File: config.mk
export PLATFORM = sky130hd
export DESIGN_NAME = rdport_randomizer
export DESIGN_NICKNAME = d
export VERILOG_FILES = /design/src/rtl/rdrand_pkg.sv /design/src/rtl/rdport_rand_ctrl.sv /design/src/rtl/rdport_rand_dp.sv /design/src/rtl/rdport_randomizer.sv
export SDC_FILE = /design/constraint.sdc
export NUM_CORES = 1
export LEC_CHECK = 0
export BUFFER_PORTS_ARGS = -buffer_cell sky130_fd_sc_hd__buf_2
export CAP_MARGIN = 20
export CORE_ASPECT_RATIO = 1.5
export CORE_UTILIZATION = 40
export CTS_CLUSTER_DIAMETER = 200
export DETAILED_ROUTE_END_ITERATION = 7
export PLACE_DENSITY_LB_ADDON = 0.1
export SYNTH_ARGS = -nofsm -noshare
export SYNTH_HDL_FRONTEND = slang
export SYNTH_HIERARCHICAL = 1
export SYNTH_SLANG_ARGS = --single-unit
File: constraint.sdc
create_clock -name clk -period 1.1 [get_ports clk]
set_input_delay 0.11 -clock clk [delete_from_list [all_inputs] [get_ports clk]]
set_output_delay 0.11 -clock clk [all_outputs]
set_load 0.05 [all_outputs]
File: src/rtl/rdrand_pkg.sv
package rdrand_pkg;
  // Strobes from the decision logic to the data path.
  typedef struct packed {
    logic doRand;   // select the random word at the output
    logic advance;  // step the random source at the next edge
  } rnd_strobe_t;
endpackage

File: src/rtl/rdport_rand_ctrl.sv
module rdport_rand_ctrl
  import rdrand_pkg::*;
#(
  parameter int ADDR_W      = 5,
  parameter int DEPTH       = 30,
  parameter int LATENCY     = 1,
  parameter bit COLLIDE_CHK = 1'b1,
  parameter bit CHECK_OOB   = 1'b1
) (
  input  logic              clk,
  input  logic              rstN,
  input  logic              rdEn,
  input  logic [ADDR_W-1:0] rdAddr,
  input  logic              wrEn,
  input  logic [ADDR_W-1:0] wrAddr,
  output rnd_strobe_t       strb,
  output logic              oobAlarm
);
  localparam int FULL_SPAN = 1 << ADDR_W;
  localparam bit FULL_RANGE = (DEPTH >= FULL_SPAN);
  localparam logic [ADDR_W:0] DEPTH_V = (ADDR_W+1)'(DEPTH);
  localparam bit COLLIDE_EN = (LATENCY == 1) && COLLIDE_CHK;

  logic oobRaw;
  logic collide;
  logic decideNow;
  logic decideOut;
  logic primed;

  // The range term only exists when the depth leaves unused indices.
  generate
    if (FULL_RANGE) begin : g_noRange
      assign oobRaw = 1'b0;
    end else begin : g_range
      assign oobRaw = rdEn && ({1'b0, rdAddr} >= DEPTH_V);
    end
  endgenerate

  assign collide   = COLLIDE_EN && rdEn && wrEn && (rdAddr == wrAddr);
  assign decideNow = !rdEn || oobRaw || collide;

  generate
    if (LATENCY == 0) begin : g_lat0
      assign decideOut = decideNow;
    end else begin : g_lat1
      logic decideQ;
      always_ff @(posedge clk) begin
        if (!rstN) decideQ <= 1'b0;
        else       decideQ <= decideNow;
      end
      assign decideOut = decideQ;
    end
  endgenerate

  // Set once an edge has passed since reset, so that $past is meaningful.
  always_ff @(posedge clk) begin
    if (!rstN) primed <= 1'b0;
    else       primed <= 1'b1;
  end

  assign strb.doRand  = decideOut;
  assign strb.advance = decideOut;
  assign oobAlarm     = CHECK_OOB && oobRaw;

  // the alarm is only raised for an enabled read.
  p_alarm_enabled_r8: assert property (@(posedge clk) disable iff (!rstN)
    oobAlarm |-> rdEn);

  generate
    if (LATENCY == 0) begin : g_chk0
      // a disabled read is randomized in the same cycle.
      p_disabled_r1: assert property (@(posedge clk) disable iff (!rstN)
        !rdEn |-> strb.doRand);
      // an alarmed read is randomized in the same cycle.
      p_oob_rand_r2: assert property (@(posedge clk) disable iff (!rstN)
        oobAlarm |-> strb.doRand);
    end else begin : g_chk1
      // a disabled read selects random data one cycle later.
      p_disabled_late_r5: assert property (@(posedge clk) disable iff (!rstN)
        (primed && $past(!rdEn)) |-> strb.doRand);
      if (COLLIDE_EN) begin : g_chkCol
        // a same-index collision randomizes the following cycle.
        p_collide_r6: assert property (@(posedge clk) disable iff (!rstN)
          (primed && $past(rdEn && wrEn && (rdAddr == wrAddr))) |-> strb.doRand);
      end
    end
  endgenerate
endmodule

File: src/rtl/rdport_rand_dp.sv
module rdport_rand_dp
  import rdrand_pkg::*;
#(
  parameter int               DATA_W = 32,
  parameter logic [DATA_W-1:0] TAPS  = 32'h8020_0003,
  parameter logic [DATA_W-1:0] SEED  = 32'hACE1_2461
) (
  input  logic              clk,
  input  logic              rstN,
  input  rnd_strobe_t       strb,
  input  logic [DATA_W-1:0] memData,
  output logic [DATA_W-1:0] rdData
);
  logic [DATA_W-1:0] lfsrQ;
  logic [DATA_W-1:0] lfsrNext;

  assign lfsrNext = (lfsrQ >> 1) ^ (lfsrQ[0] ? TAPS : '0);

  always_ff @(posedge clk) begin
    if (!rstN)             lfsrQ <= SEED;
    else if (strb.advance) lfsrQ <= lfsrNext;
  end

  assign rdData = strb.doRand ? lfsrQ : memData;

  // the source holds in every cycle that hands out no random word.
  p_hold_r7: assert property (@(posedge clk) disable iff (!rstN)
    !strb.advance |=> $stable(lfsrQ));
  // the source never reaches the all-zero lockup state.
  p_nonzero_r7: assert property (@(posedge clk) disable iff (!rstN)
    lfsrQ != '0);
  // each step moves the state.
  p_moves_r7: assert property (@(posedge clk) disable iff (!rstN)
    strb.advance |=> (lfsrQ != $past(lfsrQ)));
endmodule

File: src/rtl/rdport_randomizer.sv
module rdport_randomizer
  import rdrand_pkg::*;
#(
  parameter int                ADDR_W      = 5,
  parameter int                DEPTH       = 30,
  parameter int                DATA_W      = 32,
  parameter int                LATENCY     = 1,
  parameter bit                COLLIDE_CHK = 1'b1,
  parameter bit                CHECK_OOB   = 1'b1,
  parameter logic [DATA_W-1:0] TAPS        = 32'h8020_0003,
  parameter logic [DATA_W-1:0] SEED        = 32'hACE1_2461
) (
  input  logic              clk,
  input  logic              rstN,
  input  logic              rdEn,
  input  logic [ADDR_W-1:0] rdAddr,
  input  logic              wrEn,
  input  logic [ADDR_W-1:0] wrAddr,
  input  logic [DATA_W-1:0] memData,
  output logic [DATA_W-1:0] rdData,
  output logic              oobAlarm
);
  rnd_strobe_t strb;

  rdport_rand_ctrl #(
    .ADDR_W(ADDR_W), .DEPTH(DEPTH), .LATENCY(LATENCY),
    .COLLIDE_CHK(COLLIDE_CHK), .CHECK_OOB(CHECK_OOB)
  ) u_ctrl (
    .clk(clk), .rstN(rstN), .rdEn(rdEn), .rdAddr(rdAddr),
    .wrEn(wrEn), .wrAddr(wrAddr), .strb(strb), .oobAlarm(oobAlarm)
  );

  rdport_rand_dp #(
    .DATA_W(DATA_W), .TAPS(TAPS), .SEED(SEED)
  ) u_dp (
    .clk(clk), .rstN(rstN), .strb(strb), .memData(memData), .rdData(rdData)
  );
endmodule

---- Yosys cells after proc, flatten, opt, wreduce, memory -nomap -nowiden ----
Cells that the tools add are included.
word-level totals
  register bits after elaboration ......... 33
  logic and storage cells ................. 13
  input bits .............................. 46
  output and inout bits ................... 33
operators by class
  muxes and demuxes ....................... 2
  eq/ne operators ......................... 1
  reductions and logical operators ........ 6
  bitwise gates (word level) .............. 1
  order comparisons ....................... 1
operator list
  operator            count
  $mux 32             2
  $xor 31x32->32      1
  $eq 5x5->1          1
  $ge 5x5->1 const B  1
  $logic_and 1x1->1   3
  $logic_or 1x1->1    2
  $logic_not 1->1     1

---- Longest topological paths before layout ----
Gate-level depths: netlist of run 1.
  depth after elaboration ................. 4
  mapped depth ............................ 5
  gate-level depth less buffers ........... 3

---- Modules after synthesis ----
The synthesis of run 1 kept the hierarchy.
modules (own cells, without submodules)
  module            times used  cells each  area each (um2)  seq. area each (um2)
  rdport_rand_dp    1           142         1739.2           640.6
  rdport_rand_ctrl  1           15          116.4            20.0

---- Least setup slack after synthesis of run 1 ----
Ideal clock, no wire load.
  path kind ............................... register -> output
  from .................................... register u_ctrl.g_lat1.decideQ, in the netlist u_ctrl/decideOut
  to ...................................... output rdData[0]
  path buffers ............................ 3
  data required time ...................... 990 ps
  data arrival time ....................... 1054 ps
  path slack .............................. -64 ps
  stages on the path, launching flop included .. 5
  cells stage by stage .................... dfxtp_1 -> buf_4 -> buf_6 -> buf_6 -> mux2_4
on the way
  longest elaborated chain between the ends .. 1
RTL lines
  item                    RTL line                 text
  from (decl)             rdport_rand_ctrl.sv:46   logic decideQ;
  from (signal assigned)  rdport_rand_ctrl.sv:49   else decideQ <= decideNow;
  $mux 32                 rdport_rand_dp.sv:24     assign rdData = strb.doRand ? lfsrQ : memData;
  to (decl)               rdport_randomizer.sv:20  output logic [DATA_W-1:0] rdData,
Every way passes these cells.

---- Final worst setup path of run 1 ----
  from .................................... register u_ctrl.g_lat1.decideQ, in the netlist u_ctrl/decideOut
  to ...................................... output rdData[29]
Same word-level chain as after synthesis.

==> qor.txt, run 1 <==
Status: finished with violations
Violated checks: design-rule violations, negative setup slack
Final Skew: 0.005160 ns
H-tree levels: 2
RSZ-0062 raised after global routing: true
# DRC: 6
Power Dens Cells: 1247 nW/µm²
Max Root-Sink Buffers: 2
CTS sink count: 33
Xor and xnor area share after synthesis: 0.03304
Post-DP HPWL: 2494 µm
Fillers: 373
Synthesized-area fraction occupied by adder cells: 0
Vias in the first global route: 1415
Hold_buf cts: 0
Die Footprint: 4921 µm²
CP cell instances: buf_12, mux2_2, buf_6
Crit-path slowest cell: dfxtp_4
Largest net degree at the start of global routing: 21
Number of synthesized flops with an enable pin: 0
Placement Cell Area: 2282 µm²
Reg2reg setup slack: -0.11 ns
Setup crit start kind: flip-flop
Capturing point of the worst reg2reg path: u_dp/lfsrQ[27]
#FFs+latches synth: 33
First-pass GRT wire length: 5982 µm
CTS tree: yes
Fin util: 0.5900
DRT Wirelength: 3463 µm
Yosys synthesis warning count: 6
Post-route worst setup slack: -0.3620 ns
Worst-skew pair later-pin latency: 0.28 ns
Buffers on Ports: 78
Wire length per cell: 11.82 µm
N_diodes: 0
Register area share after synthesis: 0.3560
Critical path type: reg -> out
F_max: 684.0 MHz
Final Hold Viols: 0
Die W: 57.61 µm
Core Rows: 30
Lkg Pwr: 1.233 nW
Final min period: 1.462 ns
WP buf/inv: 2
Synth Area in Compound Gates: 0.02090
Slew Viols, Final: 0
Number of distinct library cells after synthesis: 23
Hold/Removal Path Class: in -> reg
Mux contribution to synthesized area: 0.4113
Die span in y: 85.42 µm
Critical Path AT: 1.35 ns
Via/cell ratio: 4.775
Clk root buf: clkbuf_8
Largest delay share family, worst path: flip-flops
First-pass DRT Iterations: 5
R2R depth: 5
Syn Inst Count: 157
Core Area: 4504 µm²
Share of layout cells above drive strength 1: 0.5551
TritonCTS buffer count: 5
Maximum vdd ir drop: 0.0006709 V
Drt first-iter violations: 30
Worst EP required: 0.99 ns
Max-Cap Viols: 0
GR Overflow Total: 0
RD Place Congestion: 0.6889
Vias: 1399
Hold Path End: u_ctrl/decideOut
Area grow syn2layout: 43.22%
Worst Path Max Fanout: 10
Final ANT Viol Nets: 0
Initial antenna violation count: 0
Slew HR: 0.7982
Clock slew at reported path FFs: 0.05 ns
Cell area after synthesis: 1856 µm²
Fin area: 2658 µm²
CP max stage delay: 0.42 ns
Min-delay src: wrEn
Tcrit/Tclk final: 1.329
Final #Nets: 292
Ys flop type: dfxtp_1
Syn Area/Cell: 11.82 µm²
Setup violations, final: 46
R2R Path Start: u_ctrl/decideOut
Slew @ Worst Pin: 0.3027 ns
Hold-critical path depth: 3
Ys async rst share: 0
Starting Density: 0.4119
Total track usage: 0.1573
Synthesized Nets: 203
CP endpoint kind: output port
I/O pin total: 79
Synth Area in Simple Gates: 0.1038
Largest family of logic cells by synthesized area: multiplexers
-- metal layers --
layer | share of wire | wire length (µm) | track usage | up-vias
met5 | 0 | 0 | 0 | -
met4 | 0.016 | 55 | 0.06652 | 0
met3 | 0.057 | 198 | 0.04268 | 7
met2 | 0.51 | 1758 | 0.2696 | 54
met1 | 0.42 | 1451 | 0.1802 | 622
li1 | - | - | - | 716
-- worst register-to-register path: cells and delay by family, from the launching register on --
family        cells  cell delay (ns)
mux               1             0.20
buf+inv           3             0.40
simple gates      1             0.07
flops             1             0.42
-- kinds of logic after synthesis --
kind of cell / count (synthesis)
buffers and inverters: 14
and+or+nand+nor: 36
muxes: 61
AOI/OAI and AO/OA: 6
xor gates and xnor gates: 7
DFF: 33
-- cell usage after synthesis, types with 2 or more instances --
cell / count / share of area
a21oi_1: 2 / 0.0054
buf_12: 2 / 0.022
buf_4: 2 / 0.0081
buf_6: 6 / 0.036
clkbuf_1: 2 / 0.0040
dfxtp_1: 33 / 0.36
mux2_2: 2 / 0.012
mux2_4: 30 / 0.24
mux2i_1: 29 / 0.16
nand2_1: 12 / 0.024
nand4_1: 2 / 0.0067
nor2b_1: 18 / 0.061
xnor2_1: 7 / 0.033
-- metrics by stage --
stage	power [mW]	setup TNS [ns]	std cells	setup WS (ns)	hold slack [ns]
4_1_cts	3.360	-13.59	294	-0.3836	0.07005
3_5_place_dp	2.351	-3.245	281	-0.1128	0.3653
3_3_place_gp	2.336	-2.808	281	-0.1049	0.3757
5_1_grt	3.487	-14.44	293	-0.4081	0.1091
2_1_floorplan	2.162	-1.675	157	-0.05585	0.2268
6_report	3.313	-11.54	293	-0.3620	0.07890
-- sequential cells by signal, summed over array words and instances (netlist names) --
register          count
u_ctrl/decideOut      1
u_dp/lfsrQ           32
-- cells in the final DEF, fill, tap and decap left out --
cell type	count
buf_2	46
dfxtp_1	32
buf_6	31
mux2_4	30
mux2i_1	29
nor2b_1	18
buf_4	12
nand2_1	12
xnor2_1	7
clkbuf_8	5
buf_16	2
nand4_1	2
mux2_2	2
a21oi_1	2
buf_12	2
buf_8	2
clkinv_2	1
inv_1	1
nor2_1	1
nand3_1	1
o2bb2ai_1	1
dfxtp_4	1
nor3b_2	1
a31oi_1	1
o21ai_0	1
and3_1	1
o21ai_2	1
-- what timing repair did --
| item | 4_1_cts | 5_1_grt |
|---|---|---|
| endpoints found under the setup margin | 45 | 55 |
| gates resized for setup | 68 | 4 |
| gates cloned | 2 | 0 |
| buffers inserted | 5 | 1 |
| pin swaps | 1 | 0 |
-- power by group --
part	switching (mW)	leakage (nW)	internal, mW	total [mW]
clock network	0.379	0.0399	0.415	0.794
logic	0.616	0.922	0.577	1.19
registers	0.0607	0.272	1.27	1.33
total	1.06	1.23	2.26	3.31
-- worst max path at each step --
| stage | startpoint | to | slack (ns) | depth (start not counted) |
|---|---|---|---|---|
| after floorplan | u_ctrl/decideOut | rdData[0] | -0.06 | 4 |
| after global placement | u_ctrl/decideOut | rdData[29] | -0.10 | 3 |
| after detailed placement | u_ctrl/decideOut | rdData[29] | -0.11 | 3 |
| after CTS | u_ctrl/decideOut | rdData[29] | -0.38 | 3 |
| after global routing | u_ctrl/decideOut | rdData[2] | -0.41 | 3 |
| final | u_ctrl/decideOut | rdData[29] | -0.36 | 3 |
-- area by class of cell --
class / count / area, µm² / share of cell area
Sequential cell: 33 / 664.4 / 0.2500
Clock inverter: 1 / 5.005 / 0.001883
Timing Repair Buffer: 95 / 794.5 / 0.2990
Multi-Input combinational cell: 110 / 1061 / 0.3992
Inverter: 1 / 3.754 / 0.001412
Clock buffer: 5 / 68.82 / 0.02589
Tap cell: 48 / 60.06 / 0.02260
Power figures use the tool's default switching activity.
==> run 2: changes to the inputs <==
--- a/config.mk
+++ b/config.mk
@@ -12,6 +12,7 @@
 export CTS_CLUSTER_DIAMETER = 200
 export DETAILED_ROUTE_END_ITERATION = 7
 export PLACE_DENSITY_LB_ADDON = 0.1
+export SKIP_LAST_GASP = 1
 export SYNTH_ARGS = -nofsm -noshare
 export SYNTH_HDL_FRONTEND = slang
 export SYNTH_HIERARCHICAL = 1
==> constraint.sdc (replaced) <==
create_clock -name clk -period 1.6 [get_ports clk]
set_input_delay 0.16 -clock clk [delete_from_list [all_inputs] [get_ports clk]]
set_output_delay 0.16 -clock clk [all_outputs]
set_load 0.05 [all_outputs]
==> run 2 against run 1 <==
The flow finishes with violations (design-rule violations). Sequential power down 32%. Utilization down 5.2 points. Clock skew down 0.00088 ns. Count of clock-buffer cells in the layout up 3. Critical path type unchanged. Design area down 8.8%. Non-clock buffer count down 4. Setup slack better by 0.40 ns. Combinational power down 42%.
==> qor.txt, run 2 (synthesis results as in run 1) <==
Status: finished with violations
Violated checks: design-rule violations
Final #Nets: 288
CP cell instances: buf_12, mux2_4, buf_2
Area grow syn2layout: 30.61%
Setup WS pre-CTS: 0.2369 ns
Non-Filler Instances: 291
Initial antenna violation count: 0
Power Dens Cells: 966.0 nW/µm²
Slew @ Worst Pin: 0.4127 ns
Critical Path AT: 1.40 ns
Largest reg by FF count: u_dp/lfsrQ
Worst EP required: 1.44 ns
Core Rows: 30
Final Skew: 0.004284 ns
GR Overflow Total: 0
Drt first-iter violations: 31
Largest net degree at the start of global routing: 28
RD Place Congestion: 0.6909
Setup violations, final: 0
Final ANT Viol Nets: 0
Final Hold Viols: 0
Wire length per cell: 11.53 µm
Post-route worst setup slack: 0.03894 ns
Sum Neg Setup Slack: 0 ns
# DRC: 5
F_max: 640.6 MHz
DRT Wirelength: 3356 µm
Max-Cap Viols: 0
Total track usage: 0.1437
Worst Path Max Fanout: 18
Most frequent cells in the layout: buf_2, dfxtp_1, mux2_4
TritonCTS buffer count: 5
I/O pin total: 79
RSZ-0062 raised after global routing: true
Hold/Removal Path Class: in -> reg
Crit-path slowest cell: dfxtp_4
Buffers on Ports: 78
Die span in y: 85.42 µm
Clk root buf: clkbuf_8
Fin util: 0.5381
CP endpoint kind: output port
Die W: 57.61 µm
Slew Viols, Final: 0
Pwr Total: 2.341 mW
CTS sink count: 33
Setup crit start kind: flip-flop
Slew HR: 0.7249
N_diodes: 0
CTS tree: yes
Tcrit/Tclk final: 0.9757
Post-DP HPWL: 2542 µm
Core Area: 4504 µm²
Worst-skew pair later-pin latency: 0.28 ns
Vias in the first global route: 1300
Final min period: 1.561 ns
First-pass DRT Iterations: 8
Commonest non-fill, non-tap cell in the layout: buf_2
Lkg Pwr: 1.152 nW
Clock slew at reported path FFs: 0.06 ns
Max reg flops: 32
Fin area: 2424 µm²
Via/cell ratio: 4.814
Hold WS: 0.1340 ns
Share of layout cells above drive strength 1: 0.5432
Starting Density: 0.4119
Max Root-Sink Buffers: 2
Placement Cell Area: 2250 µm²
H-tree levels: 2
CP max stage delay: 0.41 ns
Critical path type: reg -> out
Maximum vdd ir drop: 0.0006213 V
Die Footprint: 4921 µm²
First-pass GRT wire length: 5520 µm
Vias: 1401
Dpl cells: 275
## run 2: worst paths after layout
kind | from | to | slack [ns] | cells after the start
max | u_ctrl/decideOut | rdData[15] | 0.04 | 3
max reg2reg | u_ctrl/decideOut | u_dp/lfsrQ[27] | 0.36 | 4
min reg2reg | u_dp/lfsrQ[10] | u_dp/lfsrQ[10] | 0.51 | 2
min | wrEn | u_ctrl/decideOut | 0.13 | 3
## run 2: metal layers
layer,global-route usage,share of wire,vias to the layer above,wire (µm)
met3,0.03659,0.066,7,221
li1,-,-,709,-
met1,0.1597,0.40,631,1351
met2,0.2505,0.51,54,1721
met4,0.06652,0.018,0,61
met5,0,0,-,0
## run 2: area by class of cell
type                            instances  area [µm²]
Sequential cell                        33       664.4
Timing Repair Buffer                   91       528.0
Fill cell                             412        2081
Tap cell                               48       60.06
Clock buffer                            8       111.4
Multi-Input combinational cell        110        1056
Inverter                                1       3.754
## run 2: repair_timing
action / CTS / global route
hold buffers: 0 / 0
gates resized for setup: 0 / 2
buffers inserted: 2 / 6
endpoints found under the setup margin: 29 / 23
## run 2: critical path, delay by kind of cell (launching register included)
family / cells / cell delay, ns
flip-flops: 1 / 0.41
buffers and inverters: 2 / 0.40
multiplexers: 1 / 0.31
## run 2: power breakdown
group,switching (mW),internal [mW]
Clock,0.291,0.444
Combinational,0.400,0.295
Sequential,0.0411,0.870
Total,0.732,1.61
